File: src/rtl/bridge_pkg.sv
package bridge_pkg;
  localparam int HOST_DW       = 64;
  localparam int SZ_W          = 4;
  localparam int CTL_RD_BIT    = 48;
  localparam int CTL_SZ_LSB    = 56;
  localparam int STAT_DONE_BIT = 11;
  localparam int STAT_RD_LSB   = 26;

  typedef enum logic [1:0] {
    SEL_CTL  = 2'd0,
    SEL_RST  = 2'd1,
    SEL_STAT = 2'd2,
    SEL_DATA = 2'd3
  } reg_sel_e;

  typedef enum logic [1:0] {
    ST_IDLE = 2'd0,
    ST_REQ  = 2'd1,
    ST_WAIT = 2'd2
  } seq_st_e;
endpackage

File: src/rtl/bridge_byte_rev.sv
module bridge_byte_rev #(
  parameter int W = 32
) (
  input  logic [W-1:0] in_i,
  output logic [W-1:0] out_o
);
  localparam int NB = W / 8;

  for (genvar b = 0; b < NB; b++) begin : g_lane
    assign out_o[8*b +: 8] = in_i[8*(NB-1-b) +: 8];
  end
endmodule

File: src/rtl/bridge_host_if.sv
module bridge_host_if
  import bridge_pkg::*;
#(
  parameter int HADDR_W = 8,
  parameter int DW      = 32
) (
  input  logic               clk_i,
  input  logic               rst_ni,
  input  logic               hreq_i,
  input  logic               hwe_i,
  input  logic [HADDR_W-1:0] haddr_i,
  input  logic [SZ_W-1:0]    hsize_i,
  input  logic [HOST_DW-1:0] hwdata_i,
  output logic               hack_o,
  output logic [HOST_DW-1:0] hrdata_o,
  output logic               ctl_wr_o,
  output logic               stat_rd_o,
  output logic [HOST_DW-1:0] ctl_word_o,
  output logic [DW-1:0]      data_q_o,
  input  logic [HOST_DW-1:0] stat_view_i
);
  localparam int FULL_BYTES = HOST_DW / 8;

  reg_sel_e           sel;
  logic               full, wr, rd;
  logic [HOST_DW-1:0] rd_mux;
  logic               hack_q;
  logic [HOST_DW-1:0] hrdata_q;
  logic [DW-1:0]      data_q;

  assign sel  = reg_sel_e'(haddr_i[4:3]);
  assign full = (hsize_i == SZ_W'(FULL_BYTES));
  assign wr   = hreq_i & hwe_i & full;
  assign rd   = hreq_i & ~hwe_i & full;

  assign ctl_wr_o   = wr & (sel == SEL_CTL);
  assign stat_rd_o  = rd & (sel == SEL_STAT);
  assign ctl_word_o = hwdata_i;
  assign data_q_o   = data_q;

  always_comb begin
    unique case (sel)
      SEL_STAT: rd_mux = stat_view_i;
      SEL_DATA: rd_mux = {data_q, {(HOST_DW-DW){1'b0}}};
      default:  rd_mux = '0;
    endcase
  end

  always_ff @(posedge clk_i or negedge rst_ni) begin
    if (!rst_ni) begin
      hack_q   <= 1'b0;
      hrdata_q <= '0;
      data_q   <= '0;
    end else begin
      hack_q   <= hreq_i;
      hrdata_q <= rd ? rd_mux : '0;
      if (wr && sel == SEL_DATA) data_q <= hwdata_i[HOST_DW-1 -: DW];
    end
  end

  assign hack_o   = hack_q;
  assign hrdata_o = hrdata_q;
endmodule

File: src/rtl/bridge_stat_reg.sv
module bridge_stat_reg
  import bridge_pkg::*;
(
  input  logic               clk_i,
  input  logic               rst_ni,
  input  logic               launch_i,
  input  logic               done_i,
  input  logic [HOST_DW-1:0] done_word_i,
  input  logic               rd_clr_i,
  input  logic               busy_i,
  output logic [HOST_DW-1:0] stat_view_o
);
  logic [HOST_DW-1:0] stat_q;

  // completion outranks everything; launch and completion never coincide
  always_ff @(posedge clk_i or negedge rst_ni) begin
    if (!rst_ni)        stat_q <= '0;
    else if (done_i)    stat_q <= done_word_i;
    else if (launch_i)  stat_q <= '0;
    else if (rd_clr_i)  stat_q <= '0;
  end

  assign stat_view_o = busy_i ? '0 : stat_q;
endmodule

File: src/rtl/bridge_seq.sv
module bridge_seq
  import bridge_pkg::*;
#(
  parameter int DADDR_W   = 32,
  parameter int DW        = 32,
  parameter int MAX_BYTES = 8
) (
  input  logic               clk_i,
  input  logic               rst_ni,
  input  logic               ctl_wr_i,
  input  logic [HOST_DW-1:0] ctl_word_i,
  input  logic [DW-1:0]      data_q_i,
  output logic               busy_o,
  output logic               launch_o,
  output logic               done_o,
  output logic [HOST_DW-1:0] done_word_o,
  output logic               dreq_o,
  input  logic               dready_i,
  output logic [DADDR_W-1:0] daddr_o,
  output logic               dwe_o,
  output logic [SZ_W-1:0]    dsize_o,
  output logic [DW-1:0]      dwdata_o,
  input  logic               drsp_i,
  input  logic [DW-1:0]      drdata_i,
  input  logic               derr_i
);
  seq_st_e            st_q;
  logic [SZ_W-1:0]    size_f;
  logic               size_ok;
  logic [DW-1:0]      wdata_sw, rdata_sw;
  logic [DADDR_W-1:0] addr_q;
  logic               we_q;
  logic [SZ_W-1:0]    size_q;
  logic [DW-1:0]      wdata_q;

  assign size_f   = ctl_word_i[CTL_SZ_LSB +: SZ_W];
  assign size_ok  = (size_f <= SZ_W'(MAX_BYTES));
  assign launch_o = ctl_wr_i & (st_q == ST_IDLE) & size_ok;
  assign busy_o   = (st_q != ST_IDLE);
  assign done_o   = (st_q == ST_WAIT) & drsp_i;

  bridge_byte_rev #(.W(DW)) u_wr_rev (.in_i(data_q_i), .out_o(wdata_sw));
  bridge_byte_rev #(.W(DW)) u_rd_rev (.in_i(drdata_i), .out_o(rdata_sw));

  always_ff @(posedge clk_i or negedge rst_ni) begin
    if (!rst_ni) begin
      st_q    <= ST_IDLE;
      addr_q  <= '0;
      we_q    <= 1'b0;
      size_q  <= '0;
      wdata_q <= '0;
    end else begin
      unique case (st_q)
        ST_IDLE: if (launch_o) begin
          st_q    <= ST_REQ;
          addr_q  <= ctl_word_i[DADDR_W-1:0];
          we_q    <= ~ctl_word_i[CTL_RD_BIT];
          size_q  <= size_f;
          wdata_q <= wdata_sw;
        end
        ST_REQ:  if (dready_i) st_q <= ST_WAIT;
        ST_WAIT: if (drsp_i)   st_q <= ST_IDLE;
        default: st_q <= ST_IDLE;
      endcase
    end
  end

  always_comb begin
    done_word_o = '0;
    done_word_o[STAT_DONE_BIT] = 1'b1;
    if (!we_q) done_word_o[STAT_RD_LSB +: DW] = derr_i ? '1 : rdata_sw;
  end

  assign dreq_o   = (st_q == ST_REQ);
  assign daddr_o  = addr_q;
  assign dwe_o    = we_q;
  assign dsize_o  = size_q;
  assign dwdata_o = wdata_q;
endmodule

File: src/rtl/indirect_cmd_bridge.sv
module indirect_cmd_bridge
  import bridge_pkg::*;
#(
  parameter int HADDR_W   = 8,
  parameter int DADDR_W   = 32,
  parameter int DW        = 32,
  parameter int MAX_BYTES = 8
) (
  input  logic               clk_i,
  input  logic               rst_ni,
  input  logic               hreq_i,
  input  logic               hwe_i,
  input  logic [HADDR_W-1:0] haddr_i,
  input  logic [3:0]         hsize_i,
  input  logic [63:0]        hwdata_i,
  output logic               hack_o,
  output logic [63:0]        hrdata_o,
  output logic               dreq_o,
  input  logic               dready_i,
  output logic [DADDR_W-1:0] daddr_o,
  output logic               dwe_o,
  output logic [3:0]         dsize_o,
  output logic [DW-1:0]      dwdata_o,
  input  logic               drsp_i,
  input  logic [DW-1:0]      drdata_i,
  input  logic               derr_i
);
  logic               ctl_wr, stat_rd, busy, launch, done;
  logic [HOST_DW-1:0] ctl_word, done_word, stat_view;
  logic [DW-1:0]      data_q;

  bridge_host_if #(.HADDR_W(HADDR_W), .DW(DW)) u_host (
    .clk_i, .rst_ni, .hreq_i, .hwe_i, .haddr_i, .hsize_i, .hwdata_i,
    .hack_o, .hrdata_o,
    .ctl_wr_o(ctl_wr), .stat_rd_o(stat_rd), .ctl_word_o(ctl_word),
    .data_q_o(data_q), .stat_view_i(stat_view)
  );

  bridge_seq #(.DADDR_W(DADDR_W), .DW(DW), .MAX_BYTES(MAX_BYTES)) u_seq (
    .clk_i, .rst_ni,
    .ctl_wr_i(ctl_wr), .ctl_word_i(ctl_word), .data_q_i(data_q),
    .busy_o(busy), .launch_o(launch), .done_o(done), .done_word_o(done_word),
    .dreq_o, .dready_i, .daddr_o, .dwe_o, .dsize_o, .dwdata_o,
    .drsp_i, .drdata_i, .derr_i
  );

  bridge_stat_reg u_stat (
    .clk_i, .rst_ni,
    .launch_i(launch), .done_i(done), .done_word_i(done_word),
    .rd_clr_i(stat_rd), .busy_i(busy), .stat_view_o(stat_view)
  );
endmodule

File: config.mk
export PLATFORM = sky130hd
export DESIGN_NAME = indirect_cmd_bridge
export DESIGN_NICKNAME = d
export VERILOG_FILES = /design/src/rtl/bridge_pkg.sv /design/src/rtl/bridge_byte_rev.sv /design/src/rtl/bridge_host_if.sv /design/src/rtl/bridge_stat_reg.sv /design/src/rtl/bridge_seq.sv /design/src/rtl/indirect_cmd_bridge.sv
export SDC_FILE = /design/constraint.sdc
export NUM_CORES = 1
export LEC_CHECK = 0
export ABC_AREA = 1
export BUFFER_PORTS_ARGS = -buffer_cell sky130_fd_sc_hd__buf_2
export CAP_MARGIN = 15
export CELL_PAD_IN_SITES_DETAIL_PLACEMENT = 2
export CELL_PAD_IN_SITES_GLOBAL_PLACEMENT = 2
export CORE_MARGIN = 2
export CORE_UTILIZATION = 35
export DETAILED_ROUTE_END_ITERATION = 7
export HOLD_SLACK_MARGIN = 0.15
export PLACE_DENSITY_LB_ADDON = 0.08
export SLEW_MARGIN = 0
export SYNTH_ARGS = -nofsm -noshare
export SYNTH_HDL_FRONTEND = slang
export SYNTH_HIERARCHICAL = 1
export SYNTH_SLANG_ARGS = --single-unit
File: constraint.sdc
create_clock -name clk_i -period 3.11 [get_ports clk_i]
set_clock_uncertainty 0.15 [all_clocks]
set_input_delay 0.311 -clock clk_i [delete_from_list [all_inputs] [get_ports clk_i]]
set_output_delay 0.311 -clock clk_i [all_outputs]
set_load 0.01 [all_outputs]
# Word level (Yosys, flattened, before mapping)
# Cells that the tools add are included.
dict set report totals {
  in_bits 115
  register_bits 232
  output_inout_bits 135
}
dict set report classes {
  n_lt_le_gt_ge 1
  n_reduce_logical 7
  eq_ne 8
  n_bitwise 11
  n_mux 12
}
# cell n
set op_table {}
lappend op_table {{$mux 64} 5}
lappend op_table {{$pmux 64 s2} 1}
lappend op_table {{$mux 32} 2}
lappend op_table {{$and 1x1->1} 9}
lappend op_table {{$eq 2x2->1 const B} 3}
lappend op_table {{$mux 2} 3}
lappend op_table {{$pmux 2 s3} 1}
lappend op_table {{$eq 4x4->1 const B} 1}
lappend op_table {{$le 4x4->1 const B} 1}
lappend op_table {{$logic_not 2->1} 2}
lappend op_table {{$ne 2x2->1 const B} 2}
lappend op_table {{$reduce_and 3->1} 1}
lappend op_table {{$reduce_bool 3->1} 1}
lappend op_table {{$eq 2x1->1 const B} 1}
lappend op_table {{$ne 2x1->1 const B} 1}
lappend op_table {{$not 1->1} 2}
lappend op_table {{$reduce_and 2->1} 1}
lappend op_table {{$reduce_bool 2->1} 1}
lappend op_table {{$logic_and 1x1->1} 1}

# Depth between registers and ports, before layout
# Gate-level depths: netlist (run 1).
dict set report logic_depth {
  ltp_word 7
  ltp_mapped 15
}

# Modules after synthesis
# The synthesis (run 1) kept the hierarchy.
# module area_per_inst_um2 cells_each instances
set modules_own_cells {}
lappend modules_own_cells {bridge_host_if 4399.2 470 1}
lappend modules_own_cells {bridge_seq 3367.0 422 1}
lappend modules_own_cells {bridge_stat_reg 3021.6 412 1}
lappend modules_own_cells {bridge_byte_rev 240.2 32 2}

# Least setup slack after synthesis (run 1)
# No wires, ideal clock.
dict set report synth_timing {
  kind {input to register}
  from {input port hsize_i[2]}
  to {register u_stat.stat_q[0]}
  required_time_ps 2842
  path_slack_ps 1068
  arrival_ps 1774
  setup_time_ps 118
  path_stages 15
  n_path_buf 3
  cell_sequence {inv_1 nand2_1 nor2_1 buf_4 nand3_1 nor2_1 inv_1 nor2_4 nand2_2 buf_2 inv_1 inv_2 clkbuf_1 nand3_1 nand2_1}
}
dict set report synth_between {
  elab_chain_len 7
}
# element line_no
set synth_rtl {}
lappend synth_rtl {{start: declaration} indirect_cmd_bridge.sv:14} ;# input logic [3:0] hsize_i,
lappend synth_rtl {{$eq 4x4->1 (*)} bridge_host_if.sv:32} ;# assign full = (hsize_i == SZ_W'(FULL_BYTES));
lappend synth_rtl {{$and 1x1->1 (*)} bridge_host_if.sv:33} ;# assign wr = hreq_i & hwe_i & full;
lappend synth_rtl {{$and 1x1->1 (*)} bridge_host_if.sv:36} ;# assign ctl_wr_o = wr & (sel == SEL_CTL);
lappend synth_rtl {{named net ctl_wr} indirect_cmd_bridge.sv:28} ;# logic ctl_wr, stat_rd, busy, launch, done;
lappend synth_rtl {{$and 1x1->1 (*) (2 in series)} bridge_seq.sv:38} ;# assign launch_o = ctl_wr_i & (st_q == ST_IDLE) & size_ok;
lappend synth_rtl {{named net launch} indirect_cmd_bridge.sv:28}
lappend synth_rtl {{$mux 64} bridge_stat_reg.sv:19} ;# else if (launch_i) stat_q <= '0;
lappend synth_rtl {{$mux 64} bridge_stat_reg.sv:18} ;# else if (done_i) stat_q <= done_word_i;
lappend synth_rtl {{end signal: assignment} bridge_stat_reg.sv:18}
lappend synth_rtl {{end: declaration} bridge_stat_reg.sv:13} ;# logic [HOST_DW-1:0] stat_q;
# The timed path passes the listed nets; every way through them passes the cells marked *.
# A chain may end at the register's enable or synchronous reset.

# Worst setup path in the final report (run 1)
dict set report layout_timing {
  from {input port hreq_i}
  to {register u_stat.stat_q[35]}
}
# element line_no
set layout_lines {}
lappend layout_lines {{start: declaration} indirect_cmd_bridge.sv:11} ;# input logic hreq_i,
lappend layout_lines {{$and 1x1->1 (2 in series)} bridge_host_if.sv:34} ;# assign rd = hreq_i & ~hwe_i & full;
lappend layout_lines {{$and 1x1->1} bridge_host_if.sv:37} ;# assign stat_rd_o = rd & (sel == SEL_STAT);
lappend layout_lines {{named net stat_rd} indirect_cmd_bridge.sv:28}
lappend layout_lines {{$reduce_bool 3->1 (no line)} n/a}
# The timed path passes the listed nets, and every way through them passes these cells.

==> impl_results.md, run 1 <==
* Outcome: finished, final reports clean
* Core footprint at 31300 µm²
* WS Path Type: primary input to flip-flop
* Hpwl dp at 21400 µm
* Hold Path Class: primary input to async pin
* TNS Setup at 0 ns
* Largest net degree at the start of global routing at 71
* Fin crit share at 0.713
* Fin area at 13500 µm²
* Row cnt at 65
* Clock Path Buffers at 3
* GRT overflow at 0
* Max incr delay on CP at 0.54 ns
* Multi-input gate area at ~3500 µm²
* DRT Wirelength at around 36000 µm
* DRC violations left at 0
* First-pass GRT wire length at roughly 57000 µm
* Max Cap Viol at 0
* DIE AREA at 33100 µm²
* Clk_lat worst skew at 0.53 ns
* Drt wl/cell at 18.2 µm
* # nets final at around 1700
* CTS tree: yes
* Die span in y at ~180 µm
* Global placer's final weighted congestion at between 0.7 and 0.8
* CTS sink cnt at roughly 230
* CP Max Fanout at 44
* CP endpoint kind: flip-flop
* Max VDD drop at around 0.36 mV
* Worst-Margin Slew at 0.808 ns
* Share of cells above drive strength 1 at 0.211
* Final slew viol count at 0
* Syn_area_per_cell at slightly above 8 µm²
* Worst endpoint required time at approximately 3.4 ns
* DIE WIDTH at around 180 µm
* H-tree depth reported by CTS at 1
* Root Buffer: clkbuf_16
* GRT Util Overall at 0.217
* Startpoint Class: primary input
* Placed instance area at 11600 µm²
* Cell area after synthesis at around 11000 µm²
* Resize count post-CTS at 0
* Leak at approximately 0.0076 µW
* Mapped Cells at 1341
* Crit path DAT at 2.53 ns
* Final setup violation count at 0
* Slew headroom at 0.462
* I/O Buffers at 243
* Setup bufs post-CTS at 0
* PD cells at 536 nW/µm²
* Clk slew on worst S/H paths at 0.06 ns
* Crit path time final at 2.22 ns
* Initial Utilization at 0.353
* Core Util, Final at 0.431
* Num CTS Buffers at 27
* Register area at 5810 µm²
* Setup repair after global routing missed its margin: false
* Layout area overhead at 22.1%
* I/O pins at between 200 and 300
* Initial antenna violation count at 1
* Final Hold Violating Endpoints at 0
* 1st-pass router iterations at 4
* Post-CTS Hold Buffers at 101
* Post-DRT Antenna Nets at 0
* Vias/cell at about 4.7
* Max frequency at 0.451 GHz
* Worst path cell trace: dlygate4sd3_1, buf_2, inv_1, nor2_4, nand3_4, inv_1, nor2_4, buf_4, nand3_1, nand2_1
* Slowest stage cell on the critical path: buf_4
* Synth warn at 6
* Fill cell count at 3546
* Via count at between 9000 and 10000
* Vias in the first global route at 10027
* Initial DRC Count at 382
-- flip-flops by register name, summed over array words and instances (netlist names), 2 cells and up --
| name | count |
|---|---|
| u_stat/stat_q | 64 |
| u_seq/dwdata_o | 32 |
| u_seq/daddr_o | 32 |
| u_seq/st_q | 2 |
| u_host/data_q_o | 32 |
| u_host/hrdata_o | 64 |
| u_seq/dsize_o | 4 |
-- cells in the final DEF (no fill, tap or decap), drive strengths merged --
cell,n
a21oi,13
and3,1
buf,265
bufinv,1
clkbuf,42
clkinv,6
conb,32
dfrtp,232
diode,1
dlygate4sd3,101
inv,97
nand2,401
nand3,136
nand4,70
nor2,167
o21ai,1
o31ai,1
-- final cells by class --
type / count / share of cell area
sequential: 232 / 0.430
multi-input combinational: 822 / 0.262
timing repair buffer: 366 / 0.180
clock buffer: 42 / 0.0594
tap: 402 / 0.0372
inverter: 97 / 0.0270
clock inverter: 7 / 0.00445
antenna: 1 / 0.000185
-- through the flow --
step	instances	hold WS (ns)	setup WS, ns	power, µW
2_1_floorplan	1371	-0.135	1.07	3890
3_3_place_gp	1818	0.162	0.804	4040
3_5_place_dp	1818	0.161	0.796	4080
4_1_cts	1968	0.193	0.854	7350
5_1_grt	1969	0.201	0.736	7610
6_report	1969	0.162	0.892	7250
-- critical path: cells and delay by family --
family	cells	cell delay [ns]
AND/OR/NAND/NOR	5	0.82
buffers and inverters	5	1.38
-- metal layers --
metal  GRT usage  wire length, µm
met5           0                0
met3      0.0315             1480
met1       0.295            16600
met4      0.0517              745
met2       0.367            17100
-- report_power, final --
part           total, µW  internal [µW]  switching [µW]
registers           3350           3220             129
clock network       3120           1840            1280
logic                783            319             464
total               7250           5380            1870
-- worst paths after layout --
kind                                       start             endpoint  slack (ns)  cells after the start
worst max-delay path                      hreq_i    u_stat/stat_q[35]        0.89                     10
worst min-delay path                      rst_ni     u_seq/daddr_o[2]        0.16                      2
worst max register to register     u_seq/st_q[0]    u_stat/stat_q[35]        0.98                      6
worst min register to register  u_seq/dsize_o[3]     u_seq/dsize_o[3]        0.31                      2
max in group asynchronous                 rst_ni   u_seq/dwdata_o[24]        1.80                      3
min in group clk_i                         hwe_i  u_host/hrdata_o[16]        0.25                      5
No activity file was read; power rests on OpenSTA's default activity.
==> run 2, diff against run 1 <==
Settings changed: CORE_UTILIZATION 35 to 32.
Clock period 3.11 ns to 2.3 ns, I/O delays scaled along.
==> impl_results.md, run 2 (same netlist as run 1, synthesis figures left out) <==
* Outcome: finished, final reports clean
* Fin crit share at 0.956
* Largest net degree at the start of global routing at 70
* Max frequency at roughly 0.45 GHz
* Setup repair after global routing missed its margin: false
* CTS sink cnt at ~230
* CP Max Fanout at 17
* Num CTS Buffers at 29
* Initial DRC Count at 345
* Placed instance area at 11800 µm²
* Via count at 9256
* Global placer's final weighted congestion at 0.773
* Final setup violation count at 0
* Vias/cell at 4.54
* Setup bufs post-CTS at 0
* Worst path cell trace: dlygate4sd3_1, buf_2, nand2_1, dlygate4sd3_1, inv_4, nand4_1, dlygate4sd3_1, nand2_1
* Slew headroom at 0.479
* Commonest non-fill, non-tap cells in the layout: nand2_1, buf_2, dfrtp_1, nor2_1, nand3_1
* Initial Utilization at 0.323
* Hpwl dp at 22200 µm
* Drt wl/cell at 17.2 µm
* Antenna Cells at 0
* I/O pins at 250
* GRT Util Overall at 0.197
* CTS tree: yes
* DIE WIDTH at ~190 µm
* Die span in y at about 190 µm
* DRT Wirelength at between 30000 and 40000 µm
* Root Buffer: clkbuf_16
* Hold Path Class: primary input to flip-flop
* # nets final at 1679
* Worst setup margin at 0.102 ns
* Leak at just under 0.008 µW
* First-pass GRT wire length at 56700 µm
* Row cnt at 68
* I/O Buffers at 243
* Overall Power at between 10000 and 15000 µW
* Clk slew on worst S/H paths at 0.06 ns
* Delay-heaviest family, CP: buffers and inverters
* Max Cap Viol at 0
* CP endpoint kind: flip-flop
* Max VDD drop at 0.516 mV
* Final Hold Violating Endpoints at 0
* CP most frequent cell: dlygate4sd3_1
* Vias in the first global route at roughly 10000
* Placed insts at 1875
* Share of cells above drive strength 1 at 0.216
* 1st-pass router iterations at 4
* Fin area at 13900 µm²
* Worst-Margin Slew at 0.782 ns
* Clock Path Buffers at 3
* Clk_lat worst skew at 0.53 ns
* PD cells at 724 nW/µm²
* Post-DRT Antenna Nets at 0
* Crit path buf inv count at 5
* Crit path DAT at 2.52 ns
* DIE AREA at 36100 µm²
* Initial antenna violation count at 0
* DRC violations left at 0
* WS Path Type: primary input to flip-flop
* Startpoint Class: primary input
* TNS Setup at 0 ns
* Max incr delay on CP at 0.59 ns
* Worst endpoint required time at 2.62 ns
* Cell Count, Final, Fillers Out at about 2000
* Post-place setup slack at 0.160 ns
* Final slew viol count at 0
* Commonest non-fill, non-tap cell in the layout: nand2_1
* H-tree depth reported by CTS at 1
* Crit path time final at 2.20 ns
* Core footprint at 34300 µm²
* Slowest stage cell on the critical path: dlygate4sd3_1
* GRT overflow at 0
* Layout area overhead at 25.4%
[run 2: worst paths after layout]
path / startpoint / to / slack, ns / depth (start not counted)
worst max-delay path: haddr_i[4] / u_host/data_q_o[21] / 0.10 / 8
worst min-delay path: hsize_i[1] / u_host/data_q_o[29] / 0.19 / 7
worst max register to register: u_seq/st_q[0] / u_stat/stat_q[9] / 0.33 / 6
worst min register to register: u_seq/dwdata_o[19] / u_seq/dwdata_o[19] / 0.31 / 2
max in group asynchronous: rst_ni / u_seq/daddr_o[31] / 0.72 / 4
min in group asynchronous: rst_ni / u_seq/daddr_o[5] / 0.63 / 3
[run 2: what timing repair did]
item / 4_1_cts / 5_1_grt
setup endpoints to repair: 0 / 7
gates resized for setup: 0 / 2
endpoints found under the hold margin: 340 / 0
hold buffers: 113 / 0
[run 2: per-layer routing]
| layer | routed length, µm | part of all wire | vias to the layer above | GRT usage |
|---|---|---|---|---|
| met5 | 0 | 0 | - | 0 |
| met2 | 16300 | 0.46 | 206 | 0.327 |
| li1 | - | - | 4462 | - |
| met4 | 752 | 0.021 | 0 | 0.0465 |
| met3 | 1540 | 0.044 | 49 | 0.0247 |
| met1 | 16600 | 0.47 | 4539 | 0.274 |
[run 2: worst reg2reg max path, cell delays in order (launching register included)]
cell,delay [ns]
dfrtp_1,0.38
inv_2,0.05
and3_2,0.22
nor2_4,0.62
buf_12,0.29
nand3_1,0.12
nand2_1,0.08
[run 2: per-stage QoR]
| step | hold slack (ns) | utilization |
|---|---|---|
| 6_report | 0.187 | 0.405 |
| 5_1_grt | 0.205 | 0.405 |
| 4_1_cts | 0.168 | 0.405 |
| 3_5_place_dp | 0.0569 | 0.344 |
| 3_3_place_gp | 0.0544 | 0.344 |
| 2_1_floorplan | -0.216 | - |
[run 2: cell type report]
type                    instances  area, µm²
clock buffers                  43        868
clock inverters                10       75.1
fillers                      3924      20400
inverters                      97        367
multi-input cells             822       3540
flip-flops and latches        232       5810
well taps                     455        569
repair buffers                382       2650
[run 2: power breakdown]
| part | switching, µW | internal, µW | total, µW |
|---|---|---|---|
| sequential | 171 | 4350 | 4520 |
| clock | 1760 | 2700 | 4460 |
| combinational | 625 | 447 | 1070 |
==> run 3, diff against run 2 <==
Settings changed: CTS_BUF_LIST set to sky130_fd_sc_hd__clkbuf_16, MAX_ROUTING_LAYER set to met4, SETUP_SLACK_MARGIN set to 0.02.
==> impl_results.md, run 3 (same netlist as run 1, synthesis figures left out) <==
* Clk_lat worst skew at 0.54 ns
* Leak at 0.00775 µW
* CTS tree: yes
* Crit path DAT at around 2.5 ns
* I/O Buffers at 243
* GRT overflow at 0
* Largest net degree at the start of global routing at 70
* Num CTS Buffers at 29
* Cell Count, Final, Fillers Out at 2046
* Reg power frac at 0.465
* GRT Util Overall at 0.203
* Row cnt at roughly 70
* Max Cap Viol at 0
* Worst-Margin Slew at 0.782 ns
* H-tree depth reported by CTS at 1
* Vias in the first global route at 10083
* Commonest non-fill, non-tap cells in the layout: nand2_1, buf_2, dfrtp_1, nor2_1, nand3_1
* DIE AREA at 36100 µm²
* Net Sw Frac at 0.262
* PD cells at ~700 nW/µm²
* 1st-pass router iterations at 4
* Layout area overhead at 25.0%
* Via count at 9273
* Logic pwr share at 0.111
* I/O pins at 250
* Worst endpoint required time at 2.57 ns
* CP endpoint kind: flip-flop
* Root Buffer: clkbuf_16
* Worst setup margin at 0.0934 ns
* Commonest non-fill, non-tap cell in the layout: nand2_1
* DRC violations left at 0
* Multi-input gate area at around 3500 µm²
* Core footprint at about 34000 µm²
* First-pass GRT wire length at approximately 57000 µm
* Internal at between 7000 and 8000 µW
* Share of cells above drive strength 1 at 0.212
* Post-DRT Antenna Nets at 0
* Clk slew on worst S/H paths at 0.06 ns
* Flop-to-flop setup slack at 0.33 ns
* Max VDD drop at about 0.51 mV
* Drt wl/cell at between 15 and 20 µm
* CP Max Fanout at 15
* Max frequency at between 0.4 and 0.5 GHz
* CTS sink cnt at between 200 and 250
* Final Hold Violating Endpoints at 0
* TNS Setup at 0 ns
* Hpwl dp at 22200 µm
* Global placer's final weighted congestion at 0.784
* Hold Path Class: primary input to flip-flop
* Net switching power at 2540 µW
* Final setup violation count at 0
* # nets final at 1684
* Clock Path Buffers at 3
* Initial DRC Count at 349
* Initial antenna violation count at 0
* Fin crit share at 0.959
* Vias/cell at 4.53
* DIE WIDTH at 190 µm
* WS Path Type: primary input to flip-flop
* Crit path time final at approximately 2.2 ns
* Slew headroom at 0.478
* Register area at 5810 µm²
* Placed insts at about 1900
* Fill cell count at ~3900
* DRT Wirelength at ~35000 µm
* Outcome: finished, final reports clean
* Clock power frac at 0.424
* Initial Utilization at 0.323
* Die span in y at approximately 190 µm
* Setup repair after global routing missed its margin: false
* Antenna Cells at 0
* Final slew viol count at 0
* Startpoint Class: primary input
* Post-place setup slack at 0.160 ns
## run 3: cell count changes in the layout (fill, tap and decap cells not counted), sizes merged
cell,change
clkbuf,-14
clkinv,+10
buf,+4
inv,+4
dlygate4sd3,+1
## run 3: worst paths after layout
kind,start,endpoint,cells after the start
worst max-delay path,haddr_i[4],u_host/data_q_o[24],8
worst min-delay path,hsize_i[1],u_host/data_q_o[28],7
worst max register to register,u_seq/st_q[1],u_stat/stat_q[25],5
worst min register to register,u_seq/dwdata_o[19],u_seq/dwdata_o[19],2
max in group asynchronous,rst_ni,u_seq/daddr_o[31],4
min in group asynchronous,rst_ni,u_seq/daddr_o[5],3
## run 3: power by group through the flow
| stage | Clock [µW] | Combinational (µW) | Sequential, µW |
|---|---|---|---|
| 3_3_place_gp | 0 | 908 | 4580 |
| 2_1_floorplan | 0 | 704 | 4560 |
| 5_1_grt | 4440 | 1250 | 4560 |
| 6_report | 4120 | 1080 | 4520 |
| 4_1_cts | 4280 | 1090 | 4520 |
| 3_5_place_dp | 0 | 939 | 4590 |
## run 3: cell type report
type | count | share of cell area
clock buffer | 29 | 0.0525
clock inverter | 24 | 0.00923
inverter | 97 | 0.0267
multi-input combinational | 822 | 0.256
sequential | 232 | 0.420
tap | 455 | 0.0412
timing repair buffer | 387 | 0.195
## run 3: worst max-delay path: stages
cell and delay (ns):
dlygate4sd3_1 0.57, buf_2 0.14, nand2_1 0.05, dlygate4sd3_1 0.60, clkinv_4 0.14, nand4_1 0.11
dlygate4sd3_1 0.57, nand2_1 0.07
## run 3: per-layer routing
layer | track usage | vias to the layer above | share of wire | routed length, µm
met5 | - | - | 0 | 0
li1 | - | 4474 | - | -
met3 | 0.0243 | 50 | 0.043 | 1500
met2 | 0.328 | 190 | 0.47 | 16400
met4 | 0.0456 | 0 | 0.019 | 682
met1 | 0.274 | 4559 | 0.47 | 16600
## run 3: metrics by stage
step / cell area [µm²] / hold slack (ns) / total power, µW / util
3_5_place_dp: 11800 / 0.0569 / 5530 / 0.344
5_1_grt: 13800 / 0.207 / 10200 / 0.403
2_1_floorplan: 11200 / -0.216 / 5260 / -
6_report: 13800 / 0.191 / 9720 / 0.403
3_3_place_gp: 11800 / 0.0544 / 5490 / 0.344
4_1_cts: 13800 / 0.170 / 9890 / 0.402
## run 3: what timing repair did
item,4_1_cts,5_1_grt
hold buffers,114,0
gates resized for setup,0,3
hold endpoints to repair,341,0
setup endpoints to repair,0,8
buffers inserted,0,4
